File: src/rtl/dma4_pkg.sv
package dma4_pkg;

    typedef enum logic [2:0] {
        ST_IDLE,
        ST_RESP,
        ST_RD,
        ST_GAP,
        ST_WR
    } seq_st_e;

    typedef enum logic [1:0] {
        RG_IRAM = 2'b00,
        RG_PERI = 2'b01,
        RG_DEVR = 2'b10,
        RG_DRAM = 2'b11
    } region_e;

    localparam int RESP_CLKS     = 4;
    localparam int LAT_IRAM      = 2;
    localparam int LAT_PERI_BASE = 3;
    localparam int LAT_WIDE      = 4;

    // Clock count of one access, from its region and the peripheral wait setting
    function automatic logic [2:0] access_len(input logic [1:0] rg, input logic [1:0] wt);
        logic [2:0] n;
        case (region_e'(rg))
            RG_IRAM: n = 3'(LAT_IRAM);
            RG_PERI: n = 3'(LAT_PERI_BASE) + {1'b0, wt};
            default: n = 3'(LAT_WIDE);
        endcase
        return n;
    endfunction

endpackage

File: src/rtl/dma4_prio.sv
module dma4_prio #(
    parameter int NCH = 4,
    localparam int CHW = (NCH > 1) ? $clog2(NCH) : 1
) (
    input  logic [NCH-1:0] elig,
    output logic [NCH-1:0] gnt,
    output logic           valid,
    output logic [CHW-1:0] idx
);

    // Lowest index wins
    for (genvar i = 0; i < NCH; i++) begin : g_pick
        if (i == 0) begin : g_first
            assign gnt[i] = elig[i];
        end else begin : g_rest
            assign gnt[i] = elig[i] & ~(|elig[i-1:0]);
        end
    end

    assign valid = |elig;

    always_comb begin
        idx = '0;
        for (int i = NCH - 1; i >= 0; i--) begin
            if (elig[i]) idx = CHW'(i);
        end
    end

endmodule

File: src/rtl/dma4_chan.sv
module dma4_chan #(
    parameter int AW   = 16,
    parameter int CW   = 8,
    parameter int STEP = 2
) (
    input  logic          clk,
    input  logic          rst,
    input  logic          ld,
    input  logic [AW-1:0] ld_src,
    input  logic [AW-1:0] ld_dst,
    input  logic [CW-1:0] ld_cnt,
    input  logic          req,
    input  logic          active,
    input  logic          wr_done,
    input  logic          granted,
    output logic [AW-1:0] src,
    output logic [AW-1:0] dst,
    output logic          elig,
    output logic          done
);

    logic [CW-1:0] cnt;
    logic          pend;
    logic          ld_ok;
    logic          cnt_ok;

    assign ld_ok  = ld & ~active;
    // Count as it stands after this edge: a finishing write takes one away
    assign cnt_ok = wr_done ? (cnt != CW'(1)) : (cnt != '0);
    assign elig   = ~ld_ok & (pend | req) & cnt_ok;

    always_ff @(posedge clk) begin
        if (rst) begin
            src  <= '0;
            dst  <= '0;
            cnt  <= '0;
            pend <= 1'b0;
            done <= 1'b0;
        end else if (ld_ok) begin
            src  <= ld_src;
            dst  <= ld_dst;
            cnt  <= ld_cnt;
            pend <= 1'b0;
            done <= 1'b0;
        end else begin
            if (wr_done) begin
                src <= src + AW'(STEP);
                dst <= dst + AW'(STEP);
                cnt <= cnt - CW'(1);
                if (cnt == CW'(1)) done <= 1'b1;
            end
            pend <= (pend | (req & cnt_ok)) & ~granted;
        end
    end

endmodule

File: src/rtl/dma4_timer.sv
module dma4_timer
    import dma4_pkg::*;
#(
    parameter int AW  = 16,
    parameter int DW  = 16,
    parameter int CHW = 2
) (
    input  logic           clk,
    input  logic           rst,
    input  logic           arb_valid,
    input  logic [CHW-1:0] arb_idx,
    input  logic [AW-1:0]  src_addr,
    input  logic [AW-1:0]  dst_addr,
    input  logic [1:0]     per_wait,
    input  logic [DW-1:0]  bus_rdata,
    output logic           arb_pt,
    output logic           wr_last,
    output logic           busy,
    output logic [CHW-1:0] cur_ch,
    output logic           bus_rd,
    output logic           bus_wr,
    output logic           bus_last,
    output logic [AW-1:0]  bus_addr,
    output logic [DW-1:0]  bus_wdata
);

    seq_st_e       st;
    logic [2:0]    ctr;
    logic [DW-1:0] dat;
    logic [2:0]    rd_len;
    logic [2:0]    wr_len;

    assign rd_len  = access_len(src_addr[AW-1 -: 2], per_wait);
    assign wr_len  = access_len(dst_addr[AW-1 -: 2], per_wait);
    assign wr_last = (st == ST_WR) && (ctr == '0);
    assign arb_pt  = (st == ST_IDLE) || wr_last;
    assign busy    = (st != ST_IDLE);

    assign bus_rd    = (st == ST_RD);
    assign bus_wr    = (st == ST_WR);
    assign bus_last  = (bus_rd || bus_wr) && (ctr == '0);
    assign bus_addr  = bus_rd ? src_addr : (bus_wr ? dst_addr : '0);
    assign bus_wdata = bus_wr ? dat : '0;

    always_ff @(posedge clk) begin
        if (rst) begin
            st     <= ST_IDLE;
            ctr    <= '0;
            cur_ch <= '0;
            dat    <= '0;
        end else begin
            case (st)
                ST_IDLE: begin
                    if (arb_valid) begin
                        st     <= ST_RESP;
                        ctr    <= 3'(RESP_CLKS - 1);
                        cur_ch <= arb_idx;
                    end
                end
                ST_RESP: begin
                    if (ctr == '0) begin
                        st  <= ST_RD;
                        ctr <= rd_len - 3'd1;
                    end else begin
                        ctr <= ctr - 3'd1;
                    end
                end
                ST_RD: begin
                    if (ctr == '0) begin
                        st  <= ST_GAP;
                        dat <= bus_rdata;
                    end else begin
                        ctr <= ctr - 3'd1;
                    end
                end
                ST_GAP: begin
                    st  <= ST_WR;
                    ctr <= wr_len - 3'd1;
                end
                ST_WR: begin
                    if (ctr == '0) begin
                        if (arb_valid) begin
                            st     <= ST_RESP;
                            ctr    <= 3'(RESP_CLKS - 1);
                            cur_ch <= arb_idx;
                        end else begin
                            st <= ST_IDLE;
                        end
                    end else begin
                        ctr <= ctr - 3'd1;
                    end
                end
                default: st <= ST_IDLE;
            endcase
        end
    end

endmodule

File: src/rtl/dma4_seq.sv
module dma4_seq
    import dma4_pkg::*;
#(
    parameter int NCH  = 4,
    parameter int AW   = 16,
    parameter int DW   = 16,
    parameter int CW   = 8,
    parameter int STEP = 2,
    localparam int CHW = (NCH > 1) ? $clog2(NCH) : 1
) (
    input  logic           clk,
    input  logic           rst,
    input  logic [1:0]     per_wait,
    input  logic           ld_en,
    input  logic [CHW-1:0] ld_ch,
    input  logic [AW-1:0]  ld_src,
    input  logic [AW-1:0]  ld_dst,
    input  logic [CW-1:0]  ld_cnt,
    input  logic [NCH-1:0] req,
    output logic           bus_rd,
    output logic           bus_wr,
    output logic           bus_last,
    output logic [AW-1:0]  bus_addr,
    output logic [DW-1:0]  bus_wdata,
    input  logic [DW-1:0]  bus_rdata,
    output logic           xfer_busy,
    output logic [CHW-1:0] act_ch,
    output logic [NCH-1:0] done
);

    logic [NCH-1:0] elig;
    logic [NCH-1:0] gnt;
    logic           arb_valid_raw;
    logic           arb_valid;
    logic [CHW-1:0] arb_idx;
    logic           arb_pt;
    logic           wr_last;
    logic           busy;
    logic [CHW-1:0] cur_ch;
    logic [AW-1:0]  ch_src [NCH];
    logic [AW-1:0]  ch_dst [NCH];

    dma4_prio #(.NCH(NCH)) u_prio (
        .elig  (elig),
        .gnt   (gnt),
        .valid (arb_valid_raw),
        .idx   (arb_idx)
    );

    assign arb_valid = arb_valid_raw & arb_pt;

    for (genvar i = 0; i < NCH; i++) begin : g_ch
        logic is_cur;
        assign is_cur = busy && (cur_ch == CHW'(i));

        dma4_chan #(.AW(AW), .CW(CW), .STEP(STEP)) u_chan (
            .clk     (clk),
            .rst     (rst),
            .ld      (ld_en && (ld_ch == CHW'(i))),
            .ld_src  (ld_src),
            .ld_dst  (ld_dst),
            .ld_cnt  (ld_cnt),
            .req     (req[i]),
            .active  (is_cur),
            .wr_done (is_cur && wr_last),
            .granted (arb_valid && gnt[i]),
            .src     (ch_src[i]),
            .dst     (ch_dst[i]),
            .elig    (elig[i]),
            .done    (done[i])
        );
    end

    dma4_timer #(.AW(AW), .DW(DW), .CHW(CHW)) u_timer (
        .clk       (clk),
        .rst       (rst),
        .arb_valid (arb_valid),
        .arb_idx   (arb_idx),
        .src_addr  (ch_src[cur_ch]),
        .dst_addr  (ch_dst[cur_ch]),
        .per_wait  (per_wait),
        .bus_rdata (bus_rdata),
        .arb_pt    (arb_pt),
        .wr_last   (wr_last),
        .busy      (busy),
        .cur_ch    (cur_ch),
        .bus_rd    (bus_rd),
        .bus_wr    (bus_wr),
        .bus_last  (bus_last),
        .bus_addr  (bus_addr),
        .bus_wdata (bus_wdata)
    );

    assign xfer_busy = busy;
    assign act_ch    = cur_ch;

endmodule

File: config.mk
export PLATFORM = sky130hd
export DESIGN_NAME = dma4_seq
export DESIGN_NICKNAME = d
export VERILOG_FILES = /design/src/rtl/dma4_pkg.sv /design/src/rtl/dma4_prio.sv /design/src/rtl/dma4_chan.sv /design/src/rtl/dma4_timer.sv /design/src/rtl/dma4_seq.sv
export SDC_FILE = /design/constraint.sdc
export NUM_CORES = 1
export LEC_CHECK = 0
export ABC_AREA = 1
export BUFFER_PORTS_ARGS = -buffer_cell sky130_fd_sc_hd__buf_2
export CAP_MARGIN = 20
export CORE_MARGIN = 2
export CORE_UTILIZATION = 45
export DETAILED_ROUTE_END_ITERATION = 6
export HOLD_SLACK_MARGIN = 0.05
export PLACE_DENSITY = 0.71
export SLEW_MARGIN = 30
export SYNTH_ARGS = -nofsm -noshare
export SYNTH_HDL_FRONTEND = slang
export SYNTH_SLANG_ARGS = --single-unit
File: constraint.sdc
create_clock -name clk -period 2.01 [get_ports clk]
set_clock_uncertainty 0.2 [all_clocks]
set_input_delay 0 -clock clk [delete_from_list [all_inputs] [get_ports clk]]
set_output_delay 0 -clock clk [all_outputs]
set_load 0.005 [all_outputs]
Word level (Yosys, flattened, before mapping)
Index checks and enable logic that the tools add are counted.
{"block": "totals", "register_bits": 192, "word_cells": 223}
{"block": "op_classes", "n_addsub": 16, "magnitude_cmp": 1, "n_eq_ne": 25, "muxes": 57, "n_bitwise": 48, "n_reduce_logical": 52}
{"cell": "2-to-1 mux 16 bit", "count": 23}
{"cell": "adder 16 x 2 -> 16 bit (second input constant)", "count": 8}
{"cell": "binary-select mux 16 bit (select 2 bit)", "count": 2}
{"cell": "2-to-1 mux 8 bit", "count": 8}
{"cell": "equality test 8 x 1 -> 1 bit (second input constant)", "count": 4}
{"cell": "inequality test 8 x 1 -> 1 bit (second input constant)", "count": 4}
{"cell": "nonzero test 8 bit", "count": 4}
{"cell": "subtractor 8 x 1 -> 8 bit (second input constant)", "count": 4}
{"cell": "one-hot mux 3 bit (5 select lines)", "count": 2}
{"cell": "AND 1 bit", "count": 24}
{"cell": "2-to-1 mux 3 bit", "count": 8}
{"cell": "logical AND 1 bit", "count": 18}
{"cell": "inverter 1 bit", "count": 15}
{"cell": "AND reduction 2 bit", "count": 7}
{"cell": "2-to-1 mux 2 bit", "count": 6}
{"cell": "one-hot mux 3 bit (2 select lines)", "count": 2}
{"cell": "nonzero test 2 bit", "count": 5}
{"cell": "OR reduction 2 bit", "count": 5}
{"cell": "subtractor 3 x 1 -> 3 bit (second input constant)", "count": 3}
{"cell": "equality test 2 x 1 -> 1 bit (second input constant)", "count": 4}
{"cell": "equality test 2 bit (second input constant)", "count": 4}
{"cell": "zero test 2 bit", "count": 4}
{"cell": "inequality test 2 bit (second input constant)", "count": 4}
{"cell": "bitwise OR 1 bit", "count": 8}
{"cell": "other kinds (16)", "count": 23}

Logic depth before layout (Yosys ltp)
Gate-level depths: netlist of run 1.
{"block": "depth", "depth_word": 14, "mapped_depth": 17, "mapped_depth_nobuf": 15}

Cells and area by module
Synthesis of run 1 repeated with hierarchy kept, for this count alone.
{"block": "hier_totals", "hier_cells": 2253, "hier_area_um2": 13839.5}
{"module": "dma4_chan", "n_inst": 4, "cells_per_inst": 413, "area_each_um2": 2716.4, "seq_area_each_um2": 840.8}
{"module": "dma4_timer", "n_inst": 1, "cells_per_inst": 244, "area_each_um2": 1580.3, "seq_area_each_um2": 480.5}
{"module": "dma4_seq", "n_inst": 1, "cells_per_inst": 342, "area_each_um2": 1328.8, "seq_area_each_um2": 0.0}
{"module": "dma4_prio", "n_inst": 1, "cells_per_inst": 15, "area_each_um2": 65.1, "seq_area_each_um2": 0.0}

Least setup slack after synthesis of run 1
OpenSTA, ideal clock, no wires.
{"block": "synth_path", "path_kind": "register to register", "from": "register u_timer.cur_ch[0]", "to": "register u_timer.ctr[1]", "setup_ns": 0.070, "arrival_ns": 1.883, "required_ns": 1.740, "slack_ns": -0.143, "path_stages_with_launch": 13, "n_path_buf": 2, "period_less_slack_ns": 2.153, "path_cell_list": "dfxtp_1 buf_4 nor2_2 buf_4 nand2_1 o21ai_0 nor2_1 o21ai_0 ha_1 nor2_1 nand2_1 o2111a_1 a21oi_1"}
{"block": "synth_via", "elab_chain_cells": 12}
{"item": "from (decl)", "line_no": "dma4_timer.sv:19", "source": "output logic [CHW-1:0] cur_ch,"}
{"item": "from (signal assigned)", "line_no": "dma4_timer.sv:57", "source": "cur_ch <= arb_idx;"}
{"item": "from (signal assigned)", "line_no": "dma4_timer.sv:85", "source": "cur_ch <= arb_idx;"}
{"item": "branches (longest 11 deep; another with subtractor 3 x 1 -> 3 bit)"}
{"item": "one-hot mux 3 bit (5 select lines) (*)", "line_no": "dma4_timer.sv:52", "source": "case (st)"}
{"item": "to (signal assigned)", "line_no": "dma4_timer.sv:56", "source": "ctr <= 3'(RESP_CLKS - 1);"}
{"item": "to (signal assigned)", "line_no": "dma4_timer.sv:63", "source": "ctr <= rd_len - 3'd1;"}
{"item": "to (signal assigned)", "line_no": "dma4_timer.sv:65", "source": "ctr <= ctr - 3'd1;"}
{"item": "to (decl)", "line_no": "dma4_timer.sv:28", "source": "logic [2:0] ctr;"}
Mark *: on every way between the ends. The select of a mux whose other input is x is not followed.
A chain may end at the register's enable or synchronous reset.

Final worst setup path of run 1
{"block": "layout_path", "from": "register u_timer.cur_ch[1]", "to": "output port bus_addr[13]"}
{"block": "layout_via", "elab_chain_cells": 6}
{"item": "inverter 2 -> 3 bit (not written as such) (*)", "line_no": "dma4_seq.sv:79, dma4_seq.sv:80"}
{"item": "binary-select mux 16 bit (select 2 bit)", "line_no": "dma4_seq.sv:80", "source": ".dst_addr (ch_dst[cur_ch]),"}
{"item": "2-to-1 mux 16 bit (not written as such) (2 in series)", "line_no": "dma4_seq.sv:80"}
{"item": "2-to-1 mux 16 bit", "line_no": "dma4_timer.sv:42", "source": "assign bus_addr = bus_rd ? src_addr : (bus_wr ? dst_addr : '0);"}
{"item": "2-to-1 mux 16 bit (*)", "line_no": "dma4_timer.sv:42"}
{"item": "to (decl)", "line_no": "dma4_seq.sv:23", "source": "output logic [AW-1:0] bus_addr,"}
Every way passes the cells marked *; elsewhere a longest branch is shown, timed or not. The select of a mux whose other input is x is not followed.

==> out/metrics.yaml, run 1 <==
die:
  design.portCount: 109
  placementRows: 59
  initial_core_util_pct: 45.7
  core_region_area_um2: 26000
  die_h_um: 166
  floorplan.die_area_um2: 27700
  horizontal_die_dimension_um: 166
sta:
  finalCriticalPeriod_ns: 2.29
  finalMaxSlewViolations: 0
  finalSetupViolCount: 85
  holdWs_ns: 0.103
  final_worst_setup_slack_ns: -0.278
  timing.final.crit_share_pct: 114
  maxClockFrequency_mhz: 437
  maxSlewHeadroom_pct: 66.8
  grt_setup_unrepaired: "true"
  worstMarginPinSlew_ns: 0.498
  final_hold_viol_count: 0
grt:
  grt_pass1_wl_mm: 69.0
  number_of_global_route_vias_before_repair: 13200
  grt.total_usage_pct: 30.8
  antenna_found_initial: 0
  grt_max_degree: 39
  globalRouteOverflowTotal: 0
clock_tree:
  clkSinkCount: 192
  number_of_h_tree_levels: 4
  clockRootBuffer: "sky130_fd_sc_hd__clkbuf_16"
  cts.reportedPaths.clkPinSlew_ns: 0.08
  tritoncts.num_buffers: 17
  tritoncts: "yes"
  worst_skew_pair.late_latency_ns: 0.45
  cts.path.max_buffers: 2
final_layout:
  design.final.nets: 2175
  area.growth.synth_to_final_pct: 43.9
  n_antenna_cell: 0
  layout.filler_cells: 2116
  fin_cells: 2435
  drive_above_1_share_pct: 30.3
routing:
  routed-via-count: 14100
  drt_iter0_markers: 1441
  highest-signal-layer: "met4"
  vias_per_cell: 5.80
  detail_route.wl_per_cell_um: 19.3
  postRouteAntennaNets: 0
  wl_met3_mm: 4.15
  drc: 0
  wl_met2_mm: 22.2
  route.final.wire_length_mm: 47.0
  drt_pre_antenna_iters: 6
  routedLengthMet1_mm: 18.1
placed_design:
  dp.final_hpwl_mm: 32.0
  pre_cts_slack_ns: -0.113
  place.gp.congestion: 0.947
  placed_cells: 2289
  placement.io_buffers: 108
status:
  failing_checks: "setup timing"
  status: "finished, violations left"
yosys:
  ys.warnings.count: 0
  synth-seq-cells: 192
  seq_area_frac_synth_pct: 32.4
  synth.distinct_cells: 48
  dominantRegCellSynth: "sky130_fd_sc_hd__dfxtp_1"
  post_synth.cell_area_avg_um2: 6.66
  synth_enable_flop_cells: 0
  synth.net_count: 1869
  post_synth_inst_count: 1781
  synth_area_um2: 11900
  asyncSetResetFlopFracSynth_pct: 0
pwr:
  vdd_ir_drop_max_uv: 662
  design_power_total_mw: 13.7
  power_dens_cells_nw_per_um2: 803
  cellLeakagePower_nw: 7.18
worst_setup_path:
  critPathCaptureType: "output pin"
  end_of_the_worst_register_to_register_path: "g_ch[1].u_chan.src[7]$_SDFFE_PP0P_"
  critPathLaunchType: "flop"
  critical_path_peak_fanout: 8
  worst-endpoint-required_ns: 1.81
  first_element_of_the_critical_path: "u_timer.cur_ch[1]$_SDFFE_PP0P_"
  timing.setup.critical_path_class: "reg -> out"
  critPathCapture: "bus_addr[13]"
  r2r_slack_ns: -0.20
  critPathArrivalTime_ns: 2.09
  r2r-start: "u_timer.cur_ch[1]$_SDFFE_PP0P_"
  cell_depth_of_the_worst_flop_to_flop_path: 13
job:
  maxCapViolations: 0
worst_hold_path:
  min-delay-path-class: "in -> reg"
==> power by group <==
part	leakage [nW]	internal, mW	switching (mW)
clock	0.297	1.81	1.80
combinational	5.31	2.27	3.31
sequential	1.57	4.17	0.354
==> cells in the final DEF, fill, tap and decap left out, types with 12 or more instances in the layout <==
cell	synthesis	layout
sky130_fd_sc_hd__nor3_1	27	19
sky130_fd_sc_hd__dfxtp_1	192	175
sky130_fd_sc_hd__o211ai_1	23	23
sky130_fd_sc_hd__nor2_1	156	131
sky130_fd_sc_hd__o21ai_1	1	24
sky130_fd_sc_hd__dfxtp_2	0	15
sky130_fd_sc_hd__a22oi_2	0	29
sky130_fd_sc_hd__inv_1	225	214
sky130_fd_sc_hd__nor2_2	4	17
sky130_fd_sc_hd__buf_12	0	21
sky130_fd_sc_hd__buf_6	1	41
sky130_fd_sc_hd__nand2_2	15	36
sky130_fd_sc_hd__a22oi_1	43	14
sky130_fd_sc_hd__ha_1	21	16
sky130_fd_sc_hd__a31oi_1	57	55
sky130_fd_sc_hd__buf_4	8	125
sky130_fd_sc_hd__nand2_1	447	405
sky130_fd_sc_hd__o21ai_0	80	44
sky130_fd_sc_hd__o221ai_1	35	13
sky130_fd_sc_hd__nand3_2	2	24
sky130_fd_sc_hd__a21oi_2	0	18
sky130_fd_sc_hd__inv_2	10	12
sky130_fd_sc_hd__nand2_4	4	24
sky130_fd_sc_hd__dlygate4sd3_1	0	63
sky130_fd_sc_hd__nand3_1	82	56
sky130_fd_sc_hd__o21ai_2	0	12
sky130_fd_sc_hd__a21oi_1	91	73
sky130_fd_sc_hd__xor2_1	60	60
sky130_fd_sc_hd__a22o_1	13	13
sky130_fd_sc_hd__o221ai_2	0	19
sky130_fd_sc_hd__clkbuf_16	0	22
sky130_fd_sc_hd__buf_2	24	106
sky130_fd_sc_hd__nor2_4	4	16
sky130_fd_sc_hd__o22ai_1	23	18
==> per-stage QoR <==
stage	util, %	cell area, um2	setup TNS, ns
final	65.7	17100	-8.04
after global routing	65.7	17100	-14.64
after CTS	59.9	15600	-4.72
after detailed placement	52.9	13800	-2.01
after global placement	52.9	13800	-0.357
after floorplan	-	11900	-0.0203
==> cells by family after synthesis <==
kind of cell             Yosys count  share of synthesized area [%]
XOR/XNOR                          68                           5.02
adder cells (fa/ha/maj)           21                           2.21
AO/OA/AOI/OAI                    395                           21.5
flip-flops                       192                           32.4
buffers and inverters            322                           10.8
AND/OR/NAND/NOR                  783                           28.1
==> sequential cells by signal, indices dropped and copies added (netlist names) <==
name and flops:
g_ch.u_chan.cnt 32, g_ch.u_chan.done 4, g_ch.u_chan.dst 64, g_ch.u_chan.pend 4
g_ch.u_chan.src 64, u_timer.ctr 3, u_timer.cur_ch 2, u_timer.dat 16
u_timer.st 3
==> worst max-delay path, cell delays in order, from the launching register on <==
cell and delay, ns:
sky130_fd_sc_hd__dfxtp_4 0.41, sky130_fd_sc_hd__inv_4 0.05, sky130_fd_sc_hd__nor2_4 0.12, sky130_fd_sc_hd__buf_6 0.16, sky130_fd_sc_hd__clkinvlp_4 0.17, sky130_fd_sc_hd__buf_8 0.19
sky130_fd_sc_hd__o221ai_2 0.13, sky130_fd_sc_hd__a22o_1 0.25, sky130_fd_sc_hd__buf_2 0.15
==> layout make-up <==
class	instances	area (um2)	area share, %
clock buffers	17	425	2.49
multi-input cells	1267	7990	46.7
repair buffers	371	3260	19.1
clock inverters	15	186	1.09
flip-flops and latches	192	3870	22.7
inverters	238	940	5.50
well taps	335	419	2.45
==> cell usage after synthesis (2+ instances only) <==
master / count / area share, %
sky130_fd_sc_hd__a21oi_1: 91 / 3.8
sky130_fd_sc_hd__a31oi_1: 57 / 3.0
sky130_fd_sc_hd__o21ai_0: 80 / 3.4
sky130_fd_sc_hd__nand2_1: 447 / 14
sky130_fd_sc_hd__nor3_1: 27 / 1.1
sky130_fd_sc_hd__nand4_1: 10 / 0.53
sky130_fd_sc_hd__inv_2: 10 / 0.32
sky130_fd_sc_hd__nor4_1: 12 / 0.63
sky130_fd_sc_hd__nand2_4: 4 / 0.38
sky130_fd_sc_hd__o31ai_1: 3 / 0.19
sky130_fd_sc_hd__nand2_2: 15 / 0.79
sky130_fd_sc_hd__a22oi_1: 43 / 2.7
sky130_fd_sc_hd__o211ai_1: 23 / 1.5
sky130_fd_sc_hd__o221ai_1: 35 / 2.6
sky130_fd_sc_hd__xnor2_1: 8 / 0.59
sky130_fd_sc_hd__xor2_1: 60 / 4.4
sky130_fd_sc_hd__o22ai_1: 23 / 1.2
sky130_fd_sc_hd__a22o_1: 13 / 0.96
sky130_fd_sc_hd__clkbuf_1: 46 / 1.5
sky130_fd_sc_hd__dfxtp_1: 192 / 32
sky130_fd_sc_hd__nand3_1: 82 / 3.5
sky130_fd_sc_hd__or2_2: 11 / 0.58
sky130_fd_sc_hd__nor2_1: 156 / 4.9
sky130_fd_sc_hd__nor2_4: 4 / 0.38
sky130_fd_sc_hd__nand3_2: 2 / 0.17
sky130_fd_sc_hd__buf_1: 4 / 0.13
sky130_fd_sc_hd__clkinv_1: 3 / 0.095
sky130_fd_sc_hd__buf_4: 8 / 0.51
sky130_fd_sc_hd__nor2_2: 4 / 0.21
sky130_fd_sc_hd__a221oi_1: 6 / 0.44
sky130_fd_sc_hd__o41ai_2: 2 / 0.27
sky130_fd_sc_hd__nor3b_1: 2 / 0.13
sky130_fd_sc_hd__inv_1: 225 / 7.1
sky130_fd_sc_hd__nand3b_1: 4 / 0.25
sky130_fd_sc_hd__ha_1: 21 / 2.2
sky130_fd_sc_hd__o311ai_0: 13 / 0.96
sky130_fd_sc_hd__buf_2: 24 / 1.0
==> how the worst min path moves through the flow <==
| stage | start | end | slack, ns | cells past startpoint |
|---|---|---|---|---|
| 6_report | ld_ch[0] | g_ch[3].u_chan.dst[8]$_SDFFE_PP0P_ | 0.10 | 6 |
| 5_1_grt | ld_ch[0] | g_ch[3].u_chan.dst[8]$_SDFFE_PP0P_ | 0.15 | 6 |
| 4_1_cts | ld_ch[0] | g_ch[3].u_chan.dst[8]$_SDFFE_PP0P_ | 0.07 | 6 |
| 3_5_place_dp | bus_rdata[12] | u_timer.dat[12]$_SDFFE_PP0P_ | 0.09 | 3 |
| 3_3_place_gp | bus_rdata[12] | u_timer.dat[12]$_SDFFE_PP0P_ | 0.08 | 3 |
| 2_1_floorplan | ld_src[11] | g_ch[2].u_chan.src[11]$_SDFFE_PP0P_ | -0.06 | 2 |
==> timing repair <==
action,4_1_cts,5_1_grt
endpoints found under the hold margin,186,0
resized for setup,115,304
pin swaps,22,91
hold buffers,63,0
cloned,0,5
buffers inserted,18,35
setup endpoints to repair,100,142
==> layer usage <==
layer | vias to the layer above | GRT usage, %
met5 | - | 0
met3 | 178 | 4.37
li1 | 6564 | -
met1 | 6647 | 38.7
met4 | 0 | 13.6
met2 | 725 | 52.5
(Power assumes the default switching activity.)
==> run 2, diff against run 1 <==
--- a/config.mk
+++ b/config.mk
@@ -13,6 +13,7 @@
 export DETAILED_ROUTE_END_ITERATION = 6
 export HOLD_SLACK_MARGIN = 0.05
 export PLACE_DENSITY = 0.71
+export SETUP_SLACK_MARGIN = 0.05
 export SLEW_MARGIN = 30
 export SYNTH_ARGS = -nofsm -noshare
 export SYNTH_HDL_FRONTEND = slang
==> run 2 against run 1 <==
  * The flow still finishes with violations (setup timing)
  * Worst setup slack got worse by 0.012 ns
  * Combinational power about the same
  * Register-to-register slack got worse by 0.06 ns
  * Non-clock buffer count is 2 lower
  * Clock power shrank 1%
  * Fmax decreased by 0.51%
  * Critical path depth unchanged
  * Via count hardly changed
  * Critical endpoint unchanged
  * Highest routed layer unchanged
==> out/metrics.yaml, run 2 (synthesis gave the netlist of run 1 again) <==
status:
  status: "finished, violations left"
  failing_checks: "setup timing"
final_layout:
  multi_input_comb_area_um2: 7820  # -2.1%
  design.final.nets: 2174  # -0.046%
  n_antenna_cell: 0  # unchanged
  layout_common_cells: "sky130_fd_sc_hd__nand2_1, sky130_fd_sc_hd__inv_1, sky130_fd_sc_hd__dfxtp_1, sky130_fd_sc_hd__buf_4, sky130_fd_sc_hd__nor2_1"
  finish.instance_area_um2: 16900  # -1.1%
  drive_above_1_share_pct: 29.1  # -1.3 points
  layout.filler_cells: 2153  # +1.7%
  biggest_registers_after_layout: "g_ch.u_chan.dst: 64 flops, g_ch.u_chan.src: 64 flops, g_ch.u_chan.cnt: 32 flops"
  area.sequential_um2: 3890  # +0.61%
  finish.utilization_pct: 65.0  # -0.76 points
  area.growth.synth_to_final_pct: 42.3
  layout_commonest_cell: "sky130_fd_sc_hd__nand2_1"
sta:
  final_worst_setup_slack_ns: -0.289  # -0.0118 ns
  finalMaxSlewViolations: 0  # unchanged
  grt_setup_unrepaired: "true"
  final.setup.tns_ns: -4.89  # +3.15 ns
  finalCriticalPeriod_ns: 2.30  # +0.0118 ns
  timing.final.crit_share_pct: 114  # +0.59 points
  finalSetupViolCount: 43  # -49%
  final_hold_viol_count: 0  # unchanged
  worstMarginPinSlew_ns: 0.628  # +0.130 ns
  maxClockFrequency_mhz: 435  # -0.51%
  maxSlewHeadroom_pct: 58.1  # -8.7 points
pwr:
  vdd_ir_drop_max_uv: 588  # -11%
  cellLeakagePower_nw: 7.08  # -1.3%
  power_dens_cells_nw_per_um2: 812  # +1.2%
worst_hold_path:
  worstHoldEndpoint: "u_timer.dat[3]$_SDFFE_PP0P_"
  worst_hold_startpoint: "bus_rdata[3]"
  min_delay_path_depth: 4  # -2
  min-delay-path-class: "in -> reg"
clock_tree:
  number_of_h_tree_levels: 4  # unchanged
  clockRootBuffer: "sky130_fd_sc_hd__clkbuf_16"
  worst_skew_pair.late_latency_ns: 0.45  # about the same
  clkSinkCount: 192  # unchanged
  tritoncts: "yes"
  cts.path.max_buffers: 2  # unchanged
  tritoncts.num_buffers: 17  # unchanged
  cts.reportedPaths.clkPinSlew_ns: 0.08  # about the same
worst_setup_path:
  worst-endpoint-required_ns: 1.81  # about the same
  critical_path_peak_fanout: 6  # -2
  critPathLaunchType: "flop"
  r2r_slack_ns: -0.26  # -0.06 ns
  critPathCaptureType: "output pin"
  critPathArrivalTime_ns: 2.10  # about the same
  end_of_the_worst_register_to_register_path: "g_ch[1].u_chan.pend$_SDFF_PP0_"
  cell_depth_of_the_worst_flop_to_flop_path: 9  # -4
  r2r-start: "u_timer.cur_ch[1]$_SDFFE_PP0P_"
  first_element_of_the_critical_path: "u_timer.cur_ch[1]$_SDFFE_PP0P_"
  timing.setup.critical_path_class: "reg -> out"
grt:
  number_of_global_route_vias_before_repair: 12800  # -2.9%
  grt.total_usage_pct: 31.3  # +0.53 points
  globalRouteOverflowTotal: 0  # unchanged
  grt_pass1_wl_mm: 69.5  # +0.68%
  antenna_found_initial: 0  # unchanged
  grt_max_degree: 105  # +170%
placed_design:
  placedInstanceArea_um2: 13700  # -0.75%
  place.gp.congestion: 1.01  # +6.4%
  dp.final_hpwl_mm: 31.1  # -2.7%
  placement.io_buffers: 108  # unchanged
routing:
  route.final.wire_length_mm: 47.3  # +0.74%
  routed-via-count: 14100  # +0.099%
  drt_iter0_markers: 1635  # +13%
  detail_route.wl_per_cell_um: 19.4  # +0.78%
  vias_per_cell: 5.80  # +0.14%
  drc: 0  # unchanged
  postRouteAntennaNets: 0  # unchanged
  drt_pre_antenna_iters: 7  # +1
die:
  initial_core_util_pct: 45.7  # unchanged
  placementRows: 59  # unchanged
  design.portCount: 109  # unchanged
  horizontal_die_dimension_um: 166  # unchanged
  floorplan.die_area_um2: 27700  # unchanged
  core_region_area_um2: 26000  # unchanged
  die_h_um: 166  # unchanged
job:
  maxCapViolations: 0  # unchanged
[run 2: cell count changes in the layout (fill, tap and decap cells not counted), sizes merged]
cell         previous run  this run
bufbuf                  0         1
dlygate4sd3            63        65
clkinv                  5         4
clkinvlp                4         5
inv                   243       242
buf                   303       297
clkbuf                 22        25
[run 2: worst max-delay path by stage]
stage	end	depth (start not counted)
final	bus_addr[13]	8
after global routing	g_ch[1].u_chan.pend$_SDFF_PP0_	9
after CTS	bus_addr[11]	8
after detailed placement	u_timer.ctr[1]$_SDFFE_PP0P_	10
after global placement	u_timer.ctr[1]$_SDFFE_PP0P_	10
after floorplan	u_timer.ctr[1]$_SDFFE_PP0P_	13
[run 2: worst max-delay path, cell delays in order (launching register included)]
cell	delay [ns]
sky130_fd_sc_hd__dfxtp_4	0.43
sky130_fd_sc_hd__inv_4	0.06
sky130_fd_sc_hd__nor2_4	0.17
sky130_fd_sc_hd__buf_12	0.14
sky130_fd_sc_hd__clkinvlp_4	0.18
sky130_fd_sc_hd__buf_6	0.19
sky130_fd_sc_hd__o221ai_2	0.12
sky130_fd_sc_hd__a22o_1	0.23
sky130_fd_sc_hd__buf_2	0.14
[run 2: layout make-up]
class | count | share of cell area [%]
flip-flops and latches | 192 | 23.1
inverters | 238 | 5.68
repair inverters | 1 | 0.0445
clock inverters | 13 | 0.822
repair buffers | 369 | 19.0
multi-input cells | 1267 | 46.3
well taps | 335 | 2.48
clock buffers | 19 | 2.62
[run 2: layer usage]
metal | vias up | wire length (um) | track usage, %
met5 | - | 0 | 0
met4 | 0 | 2180 | 11.7
met3 | 169 | 4750 | 5.80
met2 | 823 | 21400 | 50.0
met1 | 6585 | 19000 | 42.2
li1 | 6551 | - | -
[run 2: stage by stage]
step / hold slack [ns] / power (mW) / cells / worst slack, ns
after floorplan: -0.0622 / 7.02 / 1781 / 0.0508
after global placement: 0.0750 / 8.56 / 2273 / -0.0787
after detailed placement: 0.0867 / 8.59 / 2273 / -0.105
after CTS: 0.161 / 12.7 / 2390 / -0.207
after global routing: 0.193 / 14.2 / 2434 / -0.369
final: 0.167 / 13.7 / 2434 / -0.289
[run 2: power breakdown]
part | total [mW] | leakage (nW) | switching (mW) | internal [mW]
clock network | 3.56 | 0.283 | 1.77 | 1.80
registers | 4.55 | 1.57 | 0.375 | 4.17
logic | 5.61 | 5.23 | 3.27 | 2.34
[run 2: what timing repair did]
| item | in CTS | in global routing |
|---|---|---|
| setup buffers | 18 | 39 |
| hold buffers | 65 | 0 |
| gates resized for setup | 105 | 274 |
| pin swaps | 23 | 81 |
| cloned | 2 | 6 |
| endpoints found under the hold margin | 189 | 0 |
| endpoints found under the setup margin | 68 | 159 |
